**config.mk**
```make
export PLATFORM = sky130hd
export DESIGN_NAME = bank_ctrl
export DESIGN_NICKNAME = d
export VERILOG_FILES = /design/src/rtl/bank_ctrl_pkg.sv /design/src/rtl/bank_regs.sv /design/src/rtl/bank_xlate.sv /design/src/rtl/bank_ctrl.sv
export SDC_FILE = /design/constraint.sdc
export NUM_CORES = 1
export LEC_CHECK = 0
export ABC_AREA = 1
export BUFFER_PORTS_ARGS = -buffer_cell sky130_fd_sc_hd__buf_2
export CORE_AREA = 2 2 53 55
export CTS_BUF_LIST = sky130_fd_sc_hd__clkbuf_8
export DETAILED_ROUTE_END_ITERATION = 16
export DIE_AREA = 0 0 55 57
export PLACE_DENSITY = 0.84
export RECOVER_POWER = 100
export SLEW_MARGIN = 20
export SYNTH_ARGS = -nofsm -noshare
export SYNTH_HDL_FRONTEND = slang
export SYNTH_SLANG_ARGS = --single-unit
```
**constraint.sdc**
```tcl
create_clock -name clk -period 2.15 [get_ports clk]
set_clock_uncertainty 0.15 [all_clocks]
set_input_delay 0.43 -clock clk [delete_from_list [all_inputs] [get_ports clk]]
set_output_delay 0.43 -clock clk [all_outputs]
set_load 0.02 [all_outputs]
```
**src/rtl/bank_ctrl_pkg.sv**
```systemverilog
package bank_ctrl_pkg;

  // Region decoded from the three top address bits
  typedef enum logic [2:0] {
    RG_GATE   = 3'd0,
    RG_LOBANK = 3'd1,
    RG_SHARED = 3'd2,
    RG_MODE   = 3'd3,
    RG_VIDEO  = 3'd4,
    RG_XRAM   = 3'd5,
    RG_WORK   = 3'd6,
    RG_HIGH   = 3'd7
  } region_e;

  function automatic region_e region_of(input logic [2:0] top3);
    return region_e'(top3);
  endfunction

endpackage

```
**src/rtl/bank_regs.sv**
```systemverilog
module bank_regs
  import bank_ctrl_pkg::*;
#(
  parameter int LO_W   = 5,
  parameter int HI_W   = 2,
  parameter int KEY_W  = 4,
  parameter logic [KEY_W-1:0] GATE_KEY = 4'hA
) (
  input  logic                 clk,
  input  logic                 rst_n,
  input  logic                 wr,
  input  region_e              region,
  input  logic [LO_W-1:0]      wd_lo,
  input  logic [KEY_W-1:0]     wd_key,
  output logic                 gate_q,
  output logic                 mode_q,
  output logic [LO_W+HI_W-1:0] rom_bank_q,
  output logic [HI_W-1:0]      ram_bank_q,
  output logic                 ev_gate,
  output logic                 ev_lobank,
  output logic                 ev_shared,
  output logic                 ev_mode
);
  localparam int BANK_W = LO_W + HI_W;

  // A zero low-bank value is stored as one
  function automatic logic [LO_W-1:0] coerce_low(input logic [LO_W-1:0] v);
    return (v == '0) ? LO_W'(1) : v;
  endfunction

  logic [LO_W-1:0] lo_q;
  logic [HI_W-1:0] hi_q;

  assign ev_gate   = wr && (region == RG_GATE);
  assign ev_lobank = wr && (region == RG_LOBANK);
  assign ev_shared = wr && (region == RG_SHARED);
  assign ev_mode   = wr && (region == RG_MODE);

  always_ff @(posedge clk or negedge rst_n) begin
    if (!rst_n) begin
      gate_q     <= 1'b0;
      mode_q     <= 1'b0;
      lo_q       <= LO_W'(1);
      hi_q       <= '0;
      ram_bank_q <= '0;
    end else begin
      if (ev_gate)   gate_q <= (wd_key == GATE_KEY);
      if (ev_lobank) lo_q   <= coerce_low(wd_lo);
      if (ev_shared) begin
        if (mode_q) ram_bank_q <= wd_lo[HI_W-1:0];
        else        hi_q       <= wd_lo[HI_W-1:0];
      end
      if (ev_mode)   mode_q <= wd_lo[0];
    end
  end

  assign rom_bank_q = BANK_W'({hi_q, lo_q});

endmodule

```
**src/rtl/bank_xlate.sv**
```systemverilog
module bank_xlate
  import bank_ctrl_pkg::*;
#(
  parameter int ADDR_W    = 16,
  parameter int DATA_W    = 8,
  parameter int BANK_W    = 7,
  parameter int HI_W      = 2,
  parameter int ROM_WIN_W = 14,
  parameter int RAM_WIN_W = 13
) (
  input  logic [ADDR_W-1:0]           addr,
  input  region_e                     region,
  input  logic                        wr,
  input  logic                        gate,
  input  logic [BANK_W-1:0]           rom_bank,
  input  logic [HI_W-1:0]             ram_bank,
  input  logic [DATA_W-1:0]           rom_rdata,
  input  logic [DATA_W-1:0]           ram_rdata,
  output logic [BANK_W+ROM_WIN_W-1:0] rom_addr,
  output logic [HI_W+RAM_WIN_W-1:0]   ram_addr,
  output logic                        ram_we,
  output logic [DATA_W-1:0]           cpu_rdata
);
  localparam int ROM_AW = BANK_W + ROM_WIN_W;
  localparam int RAM_AW = HI_W + RAM_WIN_W;

  function automatic logic [ROM_AW-1:0] rom_phys(input logic [BANK_W-1:0] bank,
                                                 input logic [ROM_WIN_W-1:0] off,
                                                 input logic switched);
    logic [BANK_W-1:0] b;
    b = switched ? bank : '0;
    return {b, off};
  endfunction

  function automatic logic [RAM_AW-1:0] ram_phys(input logic [HI_W-1:0] bank,
                                                 input logic [RAM_WIN_W-1:0] off);
    return {bank, off};
  endfunction

  logic rom_sel, ram_sel;
  assign rom_sel = !addr[ADDR_W-1];
  assign ram_sel = (region == RG_XRAM);

  assign rom_addr = rom_phys(rom_bank, addr[ROM_WIN_W-1:0], addr[ROM_WIN_W]);
  assign ram_addr = ram_phys(ram_bank, addr[RAM_WIN_W-1:0]);
  assign ram_we   = wr && ram_sel && gate;

  always_comb begin
    if (rom_sel)            cpu_rdata = rom_rdata;
    else if (ram_sel && gate) cpu_rdata = ram_rdata;
    else                    cpu_rdata = '1;
  end

endmodule

```
**src/rtl/bank_ctrl.sv**
```systemverilog
module bank_ctrl
  import bank_ctrl_pkg::*;
#(
  parameter int ADDR_W    = 16,
  parameter int DATA_W    = 8,
  parameter int LO_W      = 5,
  parameter int HI_W      = 2,
  parameter int ROM_WIN_W = 14,
  parameter int RAM_WIN_W = 13,
  parameter int BANK_W    = LO_W + HI_W,
  parameter int ROM_AW    = BANK_W + ROM_WIN_W,
  parameter int RAM_AW    = HI_W + RAM_WIN_W
) (
  input  logic              clk,
  input  logic              rst_n,
  input  logic [ADDR_W-1:0] cpu_addr,
  input  logic [DATA_W-1:0] cpu_wdata,
  input  logic              cpu_wr,
  input  logic [DATA_W-1:0] rom_rdata,
  input  logic [DATA_W-1:0] ram_rdata,
  output logic [ROM_AW-1:0] rom_addr,
  output logic [RAM_AW-1:0] ram_addr,
  output logic              ram_we,
  output logic              ram_on,
  output logic [DATA_W-1:0] cpu_rdata
);
  localparam int KEY_W = 4;

  region_e           region;
  logic              mode_q;
  logic [BANK_W-1:0] rom_bank_q;
  logic [HI_W-1:0]   ram_bank_q;
  logic              ev_gate, ev_lobank, ev_shared, ev_mode;
  logic              unused_wdata;

  assign region       = region_of(cpu_addr[ADDR_W-1 -: 3]);
  assign unused_wdata = ^cpu_wdata[DATA_W-1:LO_W];

  bank_regs #(
    .LO_W(LO_W), .HI_W(HI_W), .KEY_W(KEY_W), .GATE_KEY(4'hA)
  ) u_regs (
    .clk(clk), .rst_n(rst_n), .wr(cpu_wr), .region(region),
    .wd_lo(cpu_wdata[LO_W-1:0]), .wd_key(cpu_wdata[KEY_W-1:0]),
    .gate_q(ram_on), .mode_q(mode_q), .rom_bank_q(rom_bank_q),
    .ram_bank_q(ram_bank_q), .ev_gate(ev_gate), .ev_lobank(ev_lobank),
    .ev_shared(ev_shared), .ev_mode(ev_mode)
  );

  bank_xlate #(
    .ADDR_W(ADDR_W), .DATA_W(DATA_W), .BANK_W(BANK_W), .HI_W(HI_W),
    .ROM_WIN_W(ROM_WIN_W), .RAM_WIN_W(RAM_WIN_W)
  ) u_xlate (
    .addr(cpu_addr), .region(region), .wr(cpu_wr), .gate(ram_on),
    .rom_bank(rom_bank_q), .ram_bank(ram_bank_q),
    .rom_rdata(rom_rdata), .ram_rdata(ram_rdata),
    .rom_addr(rom_addr), .ram_addr(ram_addr), .ram_we(ram_we),
    .cpu_rdata(cpu_rdata)
  );

endmodule

```
Word-level counts from Yosys, hierarchy flattened
Index checks and enable logic that the tools add are counted.
Widths: inputs -> output; s select.
{ "totals": {"reg_bits": 11, "latchBits": 0, "ram_bits": 0, "mem_bits_ro": 0, "input_bits": 43, "mem_count": 0} }
{ "classes": {"addsub": 0, "multipliers": 0, "div_mod_pow": 0, "magnitude_cmp": 0, "eq_ne": 5, "n_shift": 0, "n_mux": 4, "bitwise_logic": 1, "reduce_logical": 11} }
{ "op_table": {"columns": ["operator", "n"], "rows": [
  ["$mux 8", 2],
  ["$logic_and 1x1->1", 7],
  ["$mux 7", 1],
  ["$eq 3x2->1 const B", 2],
  ["$logic_not 5->1", 1],
  ["$mux 5", 1],
  ["$eq 4x4->1 const B", 1],
  ["$reduce_and 2->1", 2],
  ["$eq 3x1->1 const B", 1],
  ["$eq 3x3->1 const B", 1],
  ["$logic_not 3->1", 1],
  ["$not 1->1", 1]
]} }

Depth between registers and ports, before layout
{ "logic_depth": {"ltp_word": 4, "ltp_mapped": 6, "depth_no_buf": 6} }

Modules after synthesis
A second synthesis with hierarchy kept.
{ "unflattened": {"hier_cells": 145, "hier_area_um2": 1037.2} }
{ "by_module_without_submodules": {"columns": ["mod", "n_inst", "cells_each", "area_per_inst_um2"], "rows": [
  ["bank_regs", 1, 71, 545.5],
  ["bank_xlate", 1, 74, 491.7]
]} }

Worst setup path before layout
Ideal clock, no wire load.
{ "synth_timing": {"kind": "input port to output port", "start": "input cpu_addr[15]", "end": "output ram_we", "arrival_time_ns": 1.122, "required_ns": 1.570, "path_slack_ns": 0.448, "cell_stages": 3, "cell_sequence": "buf_4 > nand2_2 > nor3_1"} }
{ "synth_between": {"elab_chain_len": 3} }
{ "synth_lines": {"columns": ["item", "line_no", "source"], "rows": [
  ["start, declared", "bank_ctrl.sv:16", "input logic [ADDR_W-1:0] cpu_addr,"],
  ["$eq 3x3->1", "bank_xlate.sv:42", "assign ram_sel = (region == RG_XRAM);"],
  ["$logic_and 1x1->1 (2 in series)", "bank_xlate.sv:46", "assign ram_we = wr && ram_sel && gate;"],
  ["end, declared", "bank_ctrl.sv:23", "output logic ram_we,"]
]} }
Every way passes these cells.

Worst setup path after layout
{ "layout_timing": {"start": "input cpu_addr[14]", "end": "output cpu_rdata[7]"} }
{ "layout_between": {"elab_chain_len": 4} }
{ "layout_lines": {"columns": ["item", "line_no", "source"], "rows": [
  ["$eq 3x3->1", "bank_xlate.sv:42", null],
  ["$logic_and 1x1->1", "bank_xlate.sv:50", "else if (ram_sel && gate) cpu_rdata = ram_rdata;"],
  ["$mux 8", "bank_xlate.sv:50", null],
  ["$mux 8", "bank_xlate.sv:49", "if (rom_sel) cpu_rdata = rom_rdata;"],
  ["end, declared", "bank_ctrl.sv:25", "output logic [DATA_W-1:0] cpu_rdata"]
]} }
Every way passes these cells.

==> summary.txt <==
Power
  • Leakage: around 0.00067 uW
  • Overall power: between 600 and 700 uW
  • Peak supply drop: between 400 and 500 uV
  • Power per cell area: 638 nW/um^2

GRT
  • Total Routing Usage GR: about 13%
  • First-pass GRT wire length: about 3000 um
  • Vias in the first global route: 734
  • Largest net degree at the start of global routing: 12
  • Antenna violations before repair: 0
  • Grt total ovfl: 0

Status
  • Outcome: finished clean

Run
  • Max cap viols: 0

Critical path
  • Reg2Reg Depth: 4
  • Worst Path Required: around 1.6 ns
  • Critical path class: in2out
  • WP data arrival: 1.37 ns
  • Reg2reg setup slack: 1.14 ns
  • Worst reg2reg endpoint: u_regs.hi_q[0]
  • Critical path endpoint category: output port
  • Reg-to-reg startpoint: u_regs.mode_q
  • Startpoint types: input port
  • CP max FO: 11

Route
  • Residual DRC: 0
  • Detailed Routing Iterations Pass 1: 2
  • Routed wire per std cell: ~9 um
  • DR vias/cell: 4.09
  • Final ANT Viol Nets: 0
  • Initial DRC count: 3
  • Final wirelength: approximately 1900 um
  • Vias post-DR: 850

Logic synthesis
  • FF+latch count, synth: 11
  • Post-synth EDFFs: 0
  • Synth Flop Type: dfrtp_1
  • Share of flip-flops with an asynchronous set or reset: 100%
  • Synthesized area per cell: around 6.4 sq um
  • Seq/Total Area, Yosys: between 20 and 30%
  • Total nets after synthesis: just under 200
  • Cell Area, Synth: about 1000 sq um
  • Area contributors post-synth: dfrtp_1 (25%), buf_4 (22%), nand2_1 (21%)
  • Most frequent cells after synthesis: nand2_1 (55), buf_4 (29), inv_1 (29), dfrtp_1 (10), or2_2 (8)
  • Yosys cell types: 16
  • Synthesis Warnings: 0
  • Synth top area share: around a quarter
  • Synth Instances: 155
  • Yosys top cell by area: dfrtp_1
  • Top-count cell post-synth: nand2_1

Hold path
  • Hold_sp: cpu_wdata[4]
  • Worst hold endpoint: u_regs.lo_q[4]
  • Worst hold path class: in2reg
  • WHS Path Cells: 3

Placement
  • Placed Cells incl. Taps: ~200
  • IO buf count: 46
  • Post-DP HPWL: 1490 um
  • RD Place Congestion: 0.793

Finish
  • Fillers: 295
  • Syn-to-layout area delta: 6.94%
  • N_diodes: 0
  • Cell Count, Final, Fillers Out: approximately 210
  • Layout cells sized above 1: between 20% and 30%
  • Area occupied by multi-input gates: between 300 and 400 sq um
  • Final nets: approximately 220
  • Reg area: between 200 and 300 sq um

STA
  • Pins over their slew limit: 0
  • Worst hold slack: approximately 0.27 ns
  • RSZ-0062 raised after global routing: false
  • Final setup viols: 0
  • Final hold violations: 0
  • Post-route clock period utilization: ~90%
  • Slew HR: approximately 60%
  • Slew @ Worst Pin: 0.607 ns
  • Peak Freq: around 510 MHz
  • Setup TNS: 0 ns
  • Final min period: between 1.5 and 2 ns

Clocking
  • # H-tree levels: 1
  • CTS Hold Bufs: 1
  • Clock sink count: 11
  • Clk Latency, worst-skew pair: ~0.24 ns
  • Postcts setup bufs: 0
  • Clock transition at path regs: 0.05 ns
  • PostCTS Resize Cnt: 0
  • Max clock buf depth: 2
  • TritonCTS buffer count: 3
  • TritonCTS clock tree: done
  • Root Driver: clkbuf_8

Die
  • Core ar.: about 2600 sq um
  • Total die area: between 3000 and 4000 sq um
  • Row cnt: 19
  • I/O pin cnt: a little under 90
  • Starting Density: between 30% and 40%
  • Die height: approximately 57 um
  • Die width: between 50 and 60 um
## how the worst max path moves through the flow
stage / startpoint / endpoint / slack, ns
after floorplan: cpu_addr[15] / ram_we / 0.45
after global placement: cpu_addr[14] / cpu_rdata[0] / 0.23
after detailed placement: cpu_addr[14] / cpu_rdata[0] / 0.17
after CTS: cpu_addr[14] / cpu_rdata[0] / 0.18
after global routing: cpu_addr[14] / cpu_rdata[1] / 0.08
final: cpu_addr[14] / cpu_rdata[7] / 0.20
## cells in the final DEF, fill, tap and decap left out, types with 2 or more instances in the layout
master	instances
nor2_1	7
clkbuf_8	3
or2_2	8
dfrtp_1	10
clkbuf_1	15
buf_2	26
nor3_1	2
o21ai_0	2
nand2_1	57
clkbuf_2	5
nand3_1	6
inv_1	30
## critical path: stages
cell and delay [ns]:
buf_2 0.17, inv_1 0.11, nand2_1 0.12, nor2_4 0.20, nand2_1 0.08, nand2_1 0.06, inv_1 0.04, clkbuf_1 0.16
## area by class of cell
cell class | count | area share [%]
Multi-Input combinational cell | 85 | 34.4
Sequential cell | 11 | 26.1
Timing Repair Buffer | 47 | 20.9
Inverter | 30 | 10.6
Clock buffer | 3 | 3.90
Tap cell | 31 | 3.66
Clock inverter | 1 | 0.472
## report_power, final
| group | switching, uW | total (uW) | internal [uW] |
|---|---|---|---|
| clock network | 82.0 | 210 | 128 |
| registers | 23.5 | 274 | 251 |
| logic | 125 | 193 | 67.9 |
| total | 230 | 676 | 446 |
## registers in the layout, indices dropped and copies added (netlist names)
name               count
u_regs.lo_q            5
u_regs.hi_q            2
u_regs.ram_bank_q      2
u_regs.gate_q          1
u_regs.mode_q          1
## layer usage
metal / track usage [%] / wire [um] / share of wire, % / vias to the layer above
met5: 0 / 0 / 0 / -
met3: 2.88 / 195 / 10 / 5
met4: 6.27 / 35 / 1.8 / 0
met1: 16.6 / 795 / 42 / 350
met2: 19.9 / 886 / 46 / 33
li1: - / - / - / 462
## kinds of logic after synthesis
kind of cell | share of synthesized area [%]
and+or+nand+nor | 37.8
buffers and inverters | 33.3
DFF | 27.9
AOI/OAI and AO/OA | 1.01
## through the flow
step	worst slack [ns]	utilization (%)	area [sq um]
final	0.196	40.5	1060
after global routing	0.0830	40.5	1060
after CTS	0.175	42.0	1100
after detailed placement	0.175	39.9	1040
after global placement	0.232	39.9	1040
after floorplan	0.448	-	991
(Power assumes the default switching activity.)
